### config.mk
export PLATFORM = sky130hd
export DESIGN_NAME = xtrig_matrix
export DESIGN_NICKNAME = d
export VERILOG_FILES = /design/src/rtl/xtrig_pkg.sv /design/src/rtl/xtrig_regfile.sv /design/src/rtl/xtrig_chan_mux.sv /design/src/rtl/xtrig_out_latch.sv /design/src/rtl/xtrig_matrix.sv
export SDC_FILE = /design/constraint.sdc
export NUM_CORES = 1
export LEC_CHECK = 0
export ABC_CLOCK_PERIOD_IN_PS = 2400
export BUFFER_PORTS_ARGS = -buffer_cell sky130_fd_sc_hd__buf_4
export CORE_UTILIZATION = 39
export CTS_CLUSTER_SIZE = 25
export DETAILED_ROUTE_END_ITERATION = 10
export GPL_ROUTABILITY_DRIVEN = 0
export SYNTH_ARGS = -nofsm -noshare
export SYNTH_HDL_FRONTEND = slang
export SYNTH_HIERARCHICAL = 1
export SYNTH_SLANG_ARGS = --single-unit
### constraint.sdc
create_clock -name clk -period 2.4 [get_ports clk]
set_input_delay 0.12 -clock clk [delete_from_list [all_inputs] [get_ports clk]]
set_output_delay 0.12 -clock clk [all_outputs]
set_load 0.03 [all_outputs]
### src/rtl/xtrig_pkg.sv
package xtrig_pkg;
  localparam int XT_AW = 12;
  typedef logic [XT_AW-1:0] xt_addr_t;

  localparam logic [31:0] XT_KEY = 32'hC5AC_CE55;

  localparam xt_addr_t A_CTRL     = 12'h000;
  localparam xt_addr_t A_ACK      = 12'h010;
  localparam xt_addr_t A_APP_SET  = 12'h014;
  localparam xt_addr_t A_APP_CLR  = 12'h018;
  localparam xt_addr_t A_APP_PLS  = 12'h01C;
  localparam xt_addr_t A_IN_BASE  = 12'h020;
  localparam xt_addr_t A_OUT_BASE = 12'h0A0;
  localparam xt_addr_t A_ST_TIN   = 12'h130;
  localparam xt_addr_t A_ST_TOUT  = 12'h134;
  localparam xt_addr_t A_ST_CIN   = 12'h138;
  localparam xt_addr_t A_ST_COUT  = 12'h13C;
  localparam xt_addr_t A_LOCK     = 12'hFB0;
  localparam xt_addr_t A_LOCK_ST  = 12'hFB4;

  // word address of slot idx in a per-line register array
  function automatic xt_addr_t xt_slot(input xt_addr_t base, input int idx);
    return base + xt_addr_t'(idx * 4);
  endfunction

  // true when a lock-register write carries the unlock key
  function automatic logic xt_is_key(input logic [31:0] d);
    return d == XT_KEY;
  endfunction
endpackage

### src/rtl/xtrig_regfile.sv
module xtrig_regfile
  import xtrig_pkg::*;
#(
  parameter int N_IN   = 8,
  parameter int N_OUT  = 8,
  parameter int N_CHAN = 4
) (
  input  logic                     clk,
  input  logic                     rst_n,
  input  logic [XT_AW-1:0]         bus_addr,
  input  logic [31:0]              bus_wdata,
  input  logic                     bus_we,
  input  logic                     bus_re,
  output logic [31:0]              bus_rdata,
  input  logic [N_IN-1:0]          st_tin_i,
  input  logic [N_OUT-1:0]         st_tout_i,
  input  logic [N_CHAN-1:0]        st_cin_i,
  input  logic [N_CHAN-1:0]        st_cout_i,
  output logic                     en_o,
  output logic [N_IN*N_CHAN-1:0]   in_mask_o,
  output logic [N_OUT*N_CHAN-1:0]  out_mask_o,
  output logic [N_CHAN-1:0]        app_level_o,
  output logic [N_CHAN-1:0]        app_pulse_o,
  output logic [N_OUT-1:0]         ack_o
);
  logic                locked_q;
  logic                en_q;
  logic [N_CHAN-1:0]   in_mask_q  [N_IN];
  logic [N_CHAN-1:0]   out_mask_q [N_OUT];
  logic [N_CHAN-1:0]   app_level_q;
  logic [N_CHAN-1:0]   app_pulse_q;

  // named internal events
  logic lock_wr;
  logic wr_ok;
  logic pulse_wr;

  assign lock_wr  = bus_we && (bus_addr == A_LOCK);
  assign wr_ok    = bus_we && !locked_q && (bus_addr != A_LOCK);
  assign pulse_wr = wr_ok && (bus_addr == A_APP_PLS);

  always_ff @(posedge clk or negedge rst_n) begin
    if (!rst_n) begin
      locked_q <= 1'b1;
    end else if (lock_wr) begin
      locked_q <= !xt_is_key(bus_wdata);
    end
  end

  always_ff @(posedge clk or negedge rst_n) begin
    if (!rst_n) begin
      en_q        <= 1'b0;
      app_level_q <= '0;
      app_pulse_q <= '0;
      for (int n = 0; n < N_IN; n++)  in_mask_q[n]  <= '0;
      for (int m = 0; m < N_OUT; m++) out_mask_q[m] <= '0;
    end else begin
      app_pulse_q <= pulse_wr ? bus_wdata[N_CHAN-1:0] : '0;
      if (wr_ok) begin
        if (bus_addr == A_CTRL)    en_q <= bus_wdata[0];
        if (bus_addr == A_APP_SET) app_level_q <= app_level_q | bus_wdata[N_CHAN-1:0];
        if (bus_addr == A_APP_CLR) app_level_q <= app_level_q & ~bus_wdata[N_CHAN-1:0];
        for (int n = 0; n < N_IN; n++)
          if (bus_addr == xt_slot(A_IN_BASE, n)) in_mask_q[n] <= bus_wdata[N_CHAN-1:0];
        for (int m = 0; m < N_OUT; m++)
          if (bus_addr == xt_slot(A_OUT_BASE, m)) out_mask_q[m] <= bus_wdata[N_CHAN-1:0];
      end
    end
  end

  assign ack_o       = (wr_ok && bus_addr == A_ACK) ? bus_wdata[N_OUT-1:0] : '0;
  assign en_o        = en_q;
  assign app_level_o = app_level_q;
  assign app_pulse_o = app_pulse_q;

  for (genvar gn = 0; gn < N_IN; gn++) begin : g_in_flat
    assign in_mask_o[gn*N_CHAN +: N_CHAN] = in_mask_q[gn];
  end
  for (genvar gm = 0; gm < N_OUT; gm++) begin : g_out_flat
    assign out_mask_o[gm*N_CHAN +: N_CHAN] = out_mask_q[gm];
  end

  logic [31:0] rd_mux;
  always_comb begin
    rd_mux = '0;
    unique case (bus_addr)
      A_CTRL:    rd_mux[0] = en_q;
      A_APP_SET: rd_mux[N_CHAN-1:0] = app_level_q;
      A_ST_TIN:  rd_mux[N_IN-1:0] = st_tin_i;
      A_ST_TOUT: rd_mux[N_OUT-1:0] = st_tout_i;
      A_ST_CIN:  rd_mux[N_CHAN-1:0] = st_cin_i;
      A_ST_COUT: rd_mux[N_CHAN-1:0] = st_cout_i;
      A_LOCK_ST: rd_mux[0] = locked_q;
      default:   rd_mux = '0;
    endcase
    for (int n = 0; n < N_IN; n++)
      if (bus_addr == xt_slot(A_IN_BASE, n)) rd_mux[N_CHAN-1:0] = in_mask_q[n];
    for (int m = 0; m < N_OUT; m++)
      if (bus_addr == xt_slot(A_OUT_BASE, m)) rd_mux[N_CHAN-1:0] = out_mask_q[m];
  end

  assign bus_rdata = bus_re ? rd_mux : '0;

  // a locked unit keeps its enable through any non-lock write
  a_r3_locked_keeps_ctrl: assert property (@(posedge clk) disable iff (!rst_n)
    (locked_q && bus_we && bus_addr != A_LOCK) |=> $stable(en_q));
  // the key always opens the lock
  a_r2_key_unlocks: assert property (@(posedge clk) disable iff (!rst_n)
    (lock_wr && xt_is_key(bus_wdata)) |=> !locked_q);
  // an application pulse is gone one cycle later unless written again
  a_r10_pulse_single: assert property (@(posedge clk) disable iff (!rst_n)
    ((|app_pulse_q) && !pulse_wr) |=> (app_pulse_q == '0));
endmodule

### src/rtl/xtrig_chan_mux.sv
module xtrig_chan_mux #(
  parameter int N_IN   = 8,
  parameter int N_CHAN = 4
) (
  input  logic                    clk,
  input  logic                    rst_n,
  input  logic                    en_i,
  input  logic [N_IN-1:0]         trig_i,
  input  logic [N_IN*N_CHAN-1:0]  in_mask_i,
  input  logic [N_CHAN-1:0]       app_level_i,
  input  logic [N_CHAN-1:0]       app_pulse_i,
  output logic [N_CHAN-1:0]       chan_in_o,
  output logic [N_CHAN-1:0]       chan_out_o,
  output logic [N_CHAN-1:0]       chan_rise_o
);
  // OR of every trigger input, each masked by its own channel mask
  function automatic logic [N_CHAN-1:0] route_in(
    input logic [N_IN-1:0] t, input logic [N_IN*N_CHAN-1:0] msk);
    logic [N_CHAN-1:0] acc;
    acc = '0;
    for (int n = 0; n < N_IN; n++)
      if (t[n]) acc = acc | msk[n*N_CHAN +: N_CHAN];
    return acc;
  endfunction

  logic [N_CHAN-1:0] chan_prev_q;

  assign chan_in_o  = route_in(trig_i, in_mask_i) | app_level_i | app_pulse_i;
  assign chan_out_o = en_i ? chan_in_o : '0;

  always_ff @(posedge clk or negedge rst_n) begin
    if (!rst_n) chan_prev_q <= '0;
    else        chan_prev_q <= chan_out_o;
  end

  assign chan_rise_o = chan_out_o & ~chan_prev_q;

  // a channel that was high on the previous cycle cannot report a rise
  a_r12_no_rise_when_held: assert property (@(posedge clk) disable iff (!rst_n)
    (|($past(chan_out_o) & chan_rise_o)) == 1'b0);
endmodule

### src/rtl/xtrig_out_latch.sv
module xtrig_out_latch #(
  parameter int N_CHAN = 4
) (
  input  logic              clk,
  input  logic              rst_n,
  input  logic [N_CHAN-1:0] rise_i,
  input  logic [N_CHAN-1:0] mask_i,
  input  logic              ack_i,
  output logic              q_o
);
  logic hit;
  logic q;

  assign hit = |(rise_i & mask_i);

  always_ff @(posedge clk or negedge rst_n) begin
    if (!rst_n)     q <= 1'b0;
    else if (ack_i) q <= 1'b0;
    else if (hit)   q <= 1'b1;
  end

  assign q_o = q;

  // acknowledge beats a trigger edge on the same clock
  a_r8_ack_wins: assert property (@(posedge clk) disable iff (!rst_n)
    ack_i |=> !q_o);
  // a set output holds until acknowledged
  a_r6_hold: assert property (@(posedge clk) disable iff (!rst_n)
    (q_o && !ack_i) |=> q_o);
  // an output only sets because a listened channel rose
  a_r5_set_has_cause: assert property (@(posedge clk) disable iff (!rst_n)
    $rose(q_o) |-> $past(hit));
endmodule

### src/rtl/xtrig_matrix.sv
module xtrig_matrix
  import xtrig_pkg::*;
#(
  parameter int N_IN    = 8,
  parameter int N_OUT   = 8,
  parameter int N_CHAN  = 4,
  parameter int IRQ_SEL = 2
) (
  input  logic              clk,
  input  logic              rst_n,
  input  logic [11:0]       bus_addr,
  input  logic [31:0]       bus_wdata,
  input  logic              bus_we,
  input  logic              bus_re,
  output logic [31:0]       bus_rdata,
  input  logic [N_IN-1:0]   trig_in,
  output logic [N_OUT-1:0]  trig_out,
  output logic              irq
);
  logic                     ctrl_en;
  logic [N_IN*N_CHAN-1:0]   in_mask;
  logic [N_OUT*N_CHAN-1:0]  out_mask;
  logic [N_CHAN-1:0]        app_level;
  logic [N_CHAN-1:0]        app_pulse;
  logic [N_OUT-1:0]         ack_vec;
  logic [N_CHAN-1:0]        chan_in;
  logic [N_CHAN-1:0]        chan_out;
  logic [N_CHAN-1:0]        chan_rise;
  logic [N_OUT-1:0]         tout_q;

  xtrig_regfile #(.N_IN(N_IN), .N_OUT(N_OUT), .N_CHAN(N_CHAN)) u_regs (
    .clk         (clk),
    .rst_n       (rst_n),
    .bus_addr    (bus_addr),
    .bus_wdata   (bus_wdata),
    .bus_we      (bus_we),
    .bus_re      (bus_re),
    .bus_rdata   (bus_rdata),
    .st_tin_i    (trig_in),
    .st_tout_i   (tout_q),
    .st_cin_i    (chan_in),
    .st_cout_i   (chan_out),
    .en_o        (ctrl_en),
    .in_mask_o   (in_mask),
    .out_mask_o  (out_mask),
    .app_level_o (app_level),
    .app_pulse_o (app_pulse),
    .ack_o       (ack_vec)
  );

  xtrig_chan_mux #(.N_IN(N_IN), .N_CHAN(N_CHAN)) u_chan (
    .clk         (clk),
    .rst_n       (rst_n),
    .en_i        (ctrl_en),
    .trig_i      (trig_in),
    .in_mask_i   (in_mask),
    .app_level_i (app_level),
    .app_pulse_i (app_pulse),
    .chan_in_o   (chan_in),
    .chan_out_o  (chan_out),
    .chan_rise_o (chan_rise)
  );

  for (genvar gm = 0; gm < N_OUT; gm++) begin : g_out
    xtrig_out_latch #(.N_CHAN(N_CHAN)) u_latch (
      .clk    (clk),
      .rst_n  (rst_n),
      .rise_i (chan_rise),
      .mask_i (out_mask[gm*N_CHAN +: N_CHAN]),
      .ack_i  (ack_vec[gm]),
      .q_o    (tout_q[gm])
    );
  end

  assign trig_out = tout_q;
  assign irq      = tout_q[IRQ_SEL];

  // with the unit disabled and no acknowledge, outputs do not move
  a_r7_disabled_quiet: assert property (@(posedge clk) disable iff (!rst_n)
    (!ctrl_en && ack_vec == '0) |=> $stable(tout_q));
  // the interrupt stays up until its own output is acknowledged
  a_r11_irq_sticky: assert property (@(posedge clk) disable iff (!rst_n)
    (irq && !ack_vec[IRQ_SEL]) |=> irq);
endmodule

Yosys cells after proc, flatten, opt, wreduce, memory -nomap -nowiden
Cells that the tools add are included.

Register bits after elaboration: 86. Input bits: 56. Output and inout port bits: 41. Logic and storage cells: 171.

Eq/ne operators: 28. Mux-type cells: 49. Bitwise logic cells: 22. Reduce and logical (&&, ||, !) cells: 43.

Operator list (count): $mux W4 (28); $eq A12 B6 Y1 const B (8); $eq A12 B8 Y1 const B (8); $eq A12 B5 Y1 const B (4); $eq A12 B9 Y1 const B (4); $and A4 B4 Y4 (10); $or A4 B4 Y4 (10); $reduce_and A2 Y1 (18); $eq A32 B32 Y1 const B (1); $reduce_or A4 Y1 (8); $eq A12 B12 Y1 const B (2); $reduce_bool A2 Y1 (9); $mux W1 (16); $mux W8 (2); $pmux W3 S5 (1); $logic_not A12 Y1 (1); $ne A12 B12 Y1 const B (1); $not A4 Y4 (2); $pmux W4 S2 (1); $pmux W1 S7 (1); $logic_and A1 B1 Y1 (5); $logic_not A1 Y1 (2).

Depth between registers and ports, before layout
Gate-level depths: netlist (run 1).

Depth after elaboration: 36. Depth in mapped cells: 10. Gate-level depth less buffers: 10.

By module
Netlist (run 1), hierarchy kept.

By module, submodules not included: xtrig_regfile (times used 1, cells an instance 449, area each 4569.4 µm², sequential area each 1853.0 µm²); xtrig_chan_mux (times used 1, cells an instance 43, area each 409.1 µm², sequential area each 100.1 µm²); xtrig_out_latch (times used 8, cells an instance 4, area each 45.0 µm², sequential area each 25.0 µm²); xtrig_matrix (times used 1, cells an instance 1, area each 7.5 µm², sequential area each 0.0 µm²).

Worst setup path after synthesis (run 1)
No wires, ideal clock.

Path kind: register to output. Start: reg u_regs.in_mask_q (netlist bit u_regs/in_mask_o[7]). End: out bus_rdata[3]. Data arrival time: 2.282 ns. Data required time: 2.280 ns. Path slack: -0.002 ns. Cell stages (with the launch flop): 10. Buffers on the path: 0. Cells stage by stage: dfrtp_1 a22o_1 a2111oi_4 a21boi_0 mux4_2 a22o_1 o221ai_1 a21oi_1 o21ai_0 a21oi_1.

Longest elaborated chain between the ends: 35.

RTL lines: start, declared (RTL line xtrig_regfile.sv:28) `logic [N_CHAN-1:0] in_mask_q [N_IN];`; start signal, assigned by index (RTL line xtrig_regfile.sv:64) `if (bus_addr == xt_slot(A_IN_BASE, n)) in_mask_q[n] <= bus_wdata[N_CHAN-1:0];`; $or A4 B4 Y4 * (RTL line xtrig_chan_mux.sv:22) `if (t[n]) acc = acc | msk[n*N_CHAN +: N_CHAN];`; $mux W4 * (RTL line xtrig_chan_mux.sv:22); $or A4 B4 Y4 (RTL line xtrig_chan_mux.sv:22); $mux W4 * (RTL line xtrig_chan_mux.sv:22); $or A4 B4 Y4 (RTL line xtrig_chan_mux.sv:22); $mux W4 * (RTL line xtrig_chan_mux.sv:22); $or A4 B4 Y4 (RTL line xtrig_chan_mux.sv:22); $mux W4 * (RTL line xtrig_chan_mux.sv:22); (+5 left out); $mux W4 * (RTL line xtrig_chan_mux.sv:22); $or A4 B4 Y4 * (2 in a row) (RTL line xtrig_chan_mux.sv:28) `assign chan_in_o = route_in(trig_i, in_mask_i) | app_level_i | app_pulse_i;`; $mux W4 * (RTL line xtrig_chan_mux.sv:29) `assign chan_out_o = en_i ? chan_in_o : '0;`; named net chan_out[3] (RTL line xtrig_matrix.sv:27) `logic [N_CHAN-1:0] chan_out;`; $pmux W3 S5 * (RTL line xtrig_regfile.sv:86) `unique case (bus_addr)`; $mux W4 * (8 in a row) (RTL line xtrig_regfile.sv:97) `if (bus_addr == xt_slot(A_IN_BASE, n)) rd_mux[N_CHAN-1:0] = in_mask_q[n];`; $mux W4 * (8 in a row) (RTL line xtrig_regfile.sv:99) `if (bus_addr == xt_slot(A_OUT_BASE, m)) rd_mux[N_CHAN-1:0] = out_mask_q[m];`; $mux W8 * (RTL line xtrig_regfile.sv:102) `assign bus_rdata = bus_re ? rd_mux : '0;`; end, declared (RTL line xtrig_matrix.sv:15) `output logic [31:0] bus_rdata,`.

Mark *: on every way through the listed nets, which the timed path passes. The rest lies on a longest branch.

Worst setup path after layout (run 1)
Start: reg u_regs.in_mask_q (netlist bit u_regs/in_mask_o[11]). End: out bus_rdata[3].

Longest elaborated chain between the ends: 33.

RTL lines (RTL line): $or A4 B4 Y4 * (xtrig_chan_mux.sv:22); $mux W4 * (xtrig_chan_mux.sv:22); $or A4 B4 Y4 (xtrig_chan_mux.sv:22); $mux W4 * (xtrig_chan_mux.sv:22); $or A4 B4 Y4 (xtrig_chan_mux.sv:22); $mux W4 * (xtrig_chan_mux.sv:22); $or A4 B4 Y4 (xtrig_chan_mux.sv:22); $mux W4 * (xtrig_chan_mux.sv:22); (+3 left out); $mux W4 * (xtrig_chan_mux.sv:22); $or A4 B4 Y4 * (2 in a row) (xtrig_chan_mux.sv:28); $mux W4 * (xtrig_chan_mux.sv:29); named net chan_out[3] (xtrig_matrix.sv:27); $pmux W3 S5 * (xtrig_regfile.sv:86); $mux W4 * (8 in a row) (xtrig_regfile.sv:97); $mux W4 * (8 in a row) (xtrig_regfile.sv:99); $mux W8 * (xtrig_regfile.sv:102).

Marks and branches as above.

==> results_dict.tcl, run 1 <==
set metrics [dict create \
    avgViaCountPerCell 6.082 \
    rows 42 \
    reg2reg_depth 6 \
    synth_top_cell_area_share_pct 39.78 \
    synth_area_leaders "dfrtp_1 40%, mux2_2 14%, a21oi_1 4.1%" \
    core_area_mm2 0.01330 \
    skew_ps 7.785 \
    setup_violations 4 \
    rsz0062_at_grt "true" \
    grt_usage_pct 28.41 \
    die_w_um 119.1 \
    slew_violations 0 \
    fin_nets 743 \
    route.detailed.wl_per_inst_um 22.38 \
    drc 0 \
    arrival_ps 2920 \
    hold_end "g_out[4].u_latch/q_o$_DFFE_PN0P_" \
    crit_path_max_incr_delay_ps 470 \
    slew_headroom_pct 30.62 \
    p_per_area_mw_per_mm2 442.9 \
    clockBufferDepth 2 \
    critPathLaunchType "flop" \
    io_pins 97 \
    design.die.area_mm2 0.01418 \
    violations "negative setup slack" \
    ys_ff_latch 86 \
    holdPathStages 3 \
    syn-mean-instance-area_um2 10.18 \
    worstReg2RegStart "u_regs/in_mask_o[11]$_DFFE_PN0P_" \
    cpMostUsedCell "a21oi_2" \
    reg2reg_to "g_out[5].u_latch/q_o$_DFFE_PN0P_" \
    cap_violations 0 \
    initial_core_util_pct 40.21 \
    synthArstFlopShare_pct 100.0 \
    timing.reg2reg.setup_slack_ps 290 \
    ir_worst_vdd_mv 0.2889 \
    worst-path-max-fanout 3 \
    antenna_found_initial 0 \
    regArea_mm2 0.002153 \
    yosys.area.top_type "dfrtp_1" \
    via_count 5279 \
    clock_sinks 86 \
    period_needed_ps 3037 \
    multi_input_area_mm2 0.003045 \
    portBuffers 72 \
    fillCellCount 1203 \
    clkLatencyLatePin_ps 350 \
    grt_pass1_vias 5311 \
    cts.clk_slew.worst_paths_ps 60 \
    clock-root-buffer "clkbuf_16" \
    p_leak_uw 0.003260 \
    die_height_um 119.1 \
    grt_first_pass_wirelength_um 30190 \
    yosysWarnings 6 \
    syn_inst 525 \
    timing.setup.critical_path_class "reg -> out" \
    totalWireLength_um 19430 \
    required_ps 2280 \
    hold_viol_final 0 \
    outcome "finished with violations" \
    yosysSeqAreaShare_pct 40.28 \
    synth_ff_type "dfrtp_1" \
    critPathCaptureType "primary output" \
    n_antenna_cell 0 \
    hold_path_class "in -> reg" \
    syn_area_mm2 0.005346 \
    path_buf_inv 1 \
    htree_levels 3 \
    drtPass1Iterations 5 \
    cts_buffers 9 \
    pre_cts_ws_ps -424.8 \
    fin_ws_ps -637.2 \
    max_freq_ghz 0.3292 \
    synth_edf_count 0 \
    ys_types 67 \
    min_period_over_period_pct 126.6 \
    slowest_stage "mux4_2" \
    holdCritStartpoint "bus_wdata[4]" \
    cts_tree "done" \
    first_iter_violations 643 \
    cp_cell_sequence "a222oi_1, and3_4, a21boi_2, mux4_2, a22o_1, o221ai_2, a21oi_2, o21ai_2, a21oi_2, buf_6" \
    post-route-util_pct 53.47 \
    cpLargestDelayFamily "compound AO/OA/AOI/OAI gates" \
    ant_nets 0 \
    grt.overflow.total 0 \
    place_hpwl_um 14470 \
    syn_to_final_growth_pct 32.97 \
    grt_max_degree 51 \
    tightest_slew_ps 1041 \
    drive_gt1_share_pct 44.22 \
]
-- cells in the mapped netlist, types with 3 or more instances --
cell type  number
a32oi_1         4
nor2_1         25
buf_6           3
dfrtp_1        85
o221ai_1        4
inv_1           4
nand2_1        39
nand3b_1        3
clkbuf_1       17
and3_1          9
buf_4          25
nor3_1         17
a22oi_1         5
a21boi_0        3
a222oi_1       13
buf_2          10
and2_1         15
mux2_2         67
a211oi_1        5
nand4_1         7
mux2i_1         8
a31oi_1         7
o21ai_0        15
a2111oi_4       3
nor3_2          3
or3_1           4
o22ai_1         6
nand2b_1        6
nor4b_1         4
a21oi_1        44
nor2b_1         3
nor4bb_1        3
a22o_1          7
nand3_1         9
o2111ai_1       3
-- through the flow --
step | area [um^2] | power [uW] | hold WS [ps] | cells | TNS, ps
final | 7109 | 3149 | 24.44 | 868 | -1990
after global routing | 7109 | 3253 | 39.60 | 868 | -2329
after CTS | 7033 | 3169 | 16.16 | 866 | -1959
after detailed placement | 6651 | 1872 | 132.3 | 844 | -948.6
after global placement | 6651 | 1868 | 122.8 | 844 | -758.1
after floorplan | 5436 | 1678 | -175.6 | 548 | 0
-- sequential cells by signal (all words and copies together) (netlist names), named ones only --
name / count
u_regs/in_mask_o: 32
u_regs/app_pulse_o: 4
u_chan/chan_prev_q: 4
u_regs/locked_q: 1
u_regs/en_o: 1
g_out.u_latch/q_o: 8
u_regs/out_mask_o: 32
-- cell usage in the layout, fill, tap and decap left out, types with 8 or more instances in the layout --
cell type | netlist | routed
a21oi_1 | 44 | 40
a222oi_1 | 13 | 13
and2_1 | 15 | 15
buf_4 | 25 | 178
clkbuf_16 | 0 | 9
conb_1 | 1 | 24
dfrtp_1 | 85 | 85
mux2_2 | 67 | 65
mux2i_1 | 8 | 8
nand2_1 | 39 | 39
nand3_1 | 9 | 9
nor2_1 | 25 | 25
nor3_1 | 17 | 17
o21ai_0 | 15 | 13
-- report_power, final --
group	switching, uW	internal (uW)	total (uW)
combinational	249	150	400
sequential	5.04	1450	1460
clock	592	698	1290
total	846	2300	3150
-- logic make-up (layout without fill, tap and decap cells) --
group | after synthesis | after routing | synth area share (%)
and+or+nand+nor | 166 | 166 | 18.18
AOI/OAI and AO/OA | 135 | 135 | 18.39
buffers and inverters | 60 | 204 | 6.623
DFF | 86 | 86 | 40.28
muxes | 77 | 77 | 16.45
other | 1 | 24 | 0.07014
-- final cells by class --
type / instances / area share, %
clock buffers: 10 / 3.221
clock inverters: 6 / 0.5104
inverters: 4 / 0.2112
multi-input cells: 402 / 42.84
flip-flops and latches: 86 / 30.29
repair buffers: 184 / 19.83
well taps: 176 / 3.097
-- tightest hold or removal path: cells and delay by family --
kind,cells,cell delay (ps)
simple gates,1,100
compound gates,1,40
buf+inv,1,80
-- repair_timing --
item | 4_1_cts | 5_1_grt
buffers inserted | 4 | 3
pin swaps | 20 | 20
endpoints found under the hold margin | 36 | 0
setup endpoints to repair | 4 | 4
gates resized for setup | 19 | 15
hold buffers | 2 | 0
-- metal layers --
metal / share of wire, % / vias to the layer above / wire (um) / GRT usage (%)
li1: - / 2277 / - / -
met1: 41 / 2589 / 7869 / 39.23
met2: 44 / 353 / 8529 / 42.15
met3: 11 / 60 / 2128 / 5.364
met4: 4.6 / 0 / 901 / 14.72
met5: 0 / - / 0 / 0
-- worst max path at each step --
stage	cells after the start	endpoint	slack [ps]	from
finish	10	bus_rdata[3]	-640	u_regs/in_mask_o[11]$_DFFE_PN0P_
global route	10	bus_rdata[3]	-720	u_regs/in_mask_o[11]$_DFFE_PN0P_
global placement	11	bus_rdata[3]	-400	u_regs/in_mask_o[7]$_DFFE_PN0P_
detailed placement	11	bus_rdata[3]	-420	u_regs/in_mask_o[11]$_DFFE_PN0P_
CTS	11	bus_rdata[3]	-660	u_regs/in_mask_o[7]$_DFFE_PN0P_
floorplan	9	bus_rdata[3]	20	u_regs/in_mask_o[7]$_DFFE_PN0P_
(Power assumes the default switching activity.)
==> run 2, diff against run 1 <==
--- a/config.mk
+++ b/config.mk
@@ -7,6 +7,7 @@
 export LEC_CHECK = 0
 export ABC_CLOCK_PERIOD_IN_PS = 2400
 export BUFFER_PORTS_ARGS = -buffer_cell sky130_fd_sc_hd__buf_4
+export CORE_ASPECT_RATIO = 2
 export CORE_UTILIZATION = 39
 export CTS_CLUSTER_SIZE = 25
 export DETAILED_ROUTE_END_ITERATION = 10
==> run 2 against run 1 <==
  * The flow finishes with violations (design-rule violations, negative setup slack)
  * Routed wire length is 14% higher
  * Die area rose by 0.20%
  * Via count is 4.5% higher
  * Combinational power rose by 1%
  * Critical endpoint is now bus_rdata[2]
  * Sequential share of layout area is 0.62 points lower
  * Clock power grew 8%
  * Critical path depth rose by 1
  * Largest cell class unchanged
  * Cell area up 2.1%
  * Global-route usage rose by 3.8 points
  * Register-to-register slack got worse by 390 ps
==> results_dict.tcl, run 2 (synthesized netlist as in run 1, its figures left out) <==
set metrics [dict create \
    outcome "finished with violations" \
    violations "design-rule violations, negative setup slack" \
    cts_buffers 9 \
    layout_common_cells "170 x buf_4, 85 x dfrtp_1, 65 x mux2_2, 41 x a21oi_1, 38 x nand2_1" \
    grt_usage_pct 32.24 \
    place_hpwl_um 16230 \
    cap_violations 0 \
    p_leak_uw 0.003360 \
    grt_first_pass_wirelength_um 33150 \
    design.die.area_mm2 0.01421 \
    cp_cell_sequence "a222oi_1, and3_4, a21boi_2, mux4_2, nand4_1, a31oi_2, o21ai_1, a21oi_1, o22ai_1, a21oi_1, buf_4" \
    slew_headroom_pct 5.204 \
    cp-startpoint "u_regs/in_mask_o[10]$_DFFE_PN0P_" \
    multi_input_area_mm2 0.003029 \
    grt.overflow.total 0 \
    cts_tree "done" \
    worst-path-max-fanout 3 \
    timing.setup.critical_path_class "reg -> out" \
    fillCellCount 1187 \
    arrival_ps 3240 \
    hold_viol_final 0 \
    regArea_mm2 0.002153 \
    clock_sinks 86 \
    p_per_area_mw_per_mm2 448.1 \
    antenna_found_initial 0 \
    holdCritStartpoint "bus_wdata[6]" \
    critPathLaunchType "flop" \
    htree_levels 3 \
    slowest_stage "a222oi_1" \
    drtPass1Iterations 10 \
    cts.clk_slew.worst_paths_ps 70 \
    period_needed_ps 3356 \
    avgViaCountPerCell 6.442 \
    die_w_um 84.79 \
    fin_ws_ps -955.7 \
    post-route-util_pct 54.01 \
    cpMostUsedCell "a21oi_1" \
    ant_nets 0 \
    clock-root-buffer "clkbuf_16" \
    setup_violations 10 \
    required_ps 2280 \
    drc 8 \
    totalWireLength_um 22220 \
    syn_to_final_growth_pct 35.76 \
    critPathCaptureType "primary output" \
    min_period_over_period_pct 139.8 \
    io_pins 97 \
    rows 60 \
    hold_path_class "in -> reg" \
    tightest_slew_ps 1409 \
    initial_core_util_pct 39.79 \
    core_area_mm2 0.01344 \
    grt_max_degree 46 \
    first_iter_violations 725 \
    via_count 5514 \
    die_height_um 167.6 \
    grt_pass1_vias 5637 \
    ir_worst_vdd_mv 0.3294 \
    clkLatencyLatePin_ps 350 \
    portBuffers 72 \
    drive_gt1_share_pct 44.51 \
    route.detailed.wl_per_inst_um 25.96 \
    layout_commonest_cell "buf_4" \
    worstReg2RegStart "u_regs/in_mask_o[10]$_DFFE_PN0P_" \
    n_antenna_cell 0 \
    slew_violations 0 \
    final.setup.tns_ps -2651 \
    max_freq_ghz 0.2980 \
    fin_nets 752 \
    skew_ps 7.919 \
    crit_path_max_incr_delay_ps 730 \
    clockBufferDepth 2 \
    rsz0062_at_grt "true" \
]
-- run 2: what timing repair did --
| item | 4_1_cts | 5_1_grt |
|---|---|---|
| cloned | 0 | 0 |
| buffers inserted | 19 | 5 |
| pin swaps | 22 | 28 |
| hold endpoints to repair | 41 | 0 |
| setup endpoints to repair | 4 | 13 |
| gates resized for setup | 27 | 16 |
| hold buffers | 2 | 0 |
-- run 2: worst paths after layout --
kind | to | slack [ps] | cells after the start
hold reg to reg | u_regs/out_mask_o[26]$_DFFE_PN0P_ | 550 | 1
setup / recovery | bus_rdata[2] | -960 | 11
setup reg to reg | g_out[0].u_latch/q_o$_DFFE_PN0P_ | -100 | 7
hold / removal | g_out[6].u_latch/q_o$_DFFE_PN0P_ | 30 | 3
min in group asynchronous | u_regs/in_mask_o[2]$_DFFE_PN0P_ | 310 | 2
max in group asynchronous | g_out[7].u_latch/q_o$_DFFE_PN0P_ | 1420 | 3
-- run 2: routing by layer --
layer	track usage (%)	wire (um)
met3	6.210	1791
met2	55.99	11140
met1	32.64	7044
met5	0	0
met4	27.27	2250
-- run 2: layout make-up --
type,count,share of cell area (%)
repair buffers,193,21.72
flip-flops and latches,86,29.67
well taps,155,2.672
inverters,4,0.2069
multi-input cells,402,41.73
clock inverters,6,0.7068
clock buffers,10,3.293
-- run 2: stage by stage --
step | hold slack (ps) | power (uW) | cells | cell area (um^2) | worst slack, ps
2_1_floorplan | -175.6 | 1678 | 548 | 5436 | 17.03
5_1_grt | 40.82 | 3348 | 856 | 7258 | -1064
3_3_place_gp | 159.3 | 1870 | 818 | 6638 | -403.2
4_1_cts | 25.89 | 3254 | 855 | 7178 | -774.8
3_5_place_dp | 164.9 | 1874 | 818 | 6638 | -424.1
6_report | 31.43 | 3253 | 856 | 7258 | -955.7
-- run 2: critical path, delay by kind of cell, from the launching register on --
| family | cells | cell delay, ps |
|---|---|---|
| mux | 1 | 480 |
| compound gates | 7 | 1390 |
| flops | 1 | 390 |
| simple gates | 2 | 440 |
| buf+inv | 1 | 180 |
-- run 2: where the power goes --
part / total, uW / internal (uW) / switching, uW / leakage, uW
registers: 1460 / 1450 / 5.42 / 0.00119
clock network: 1390 / 751 / 636 / 0.000146
logic: 406 / 151 / 256 / 0.00202
total: 3250 / 2360 / 897 / 0.00336
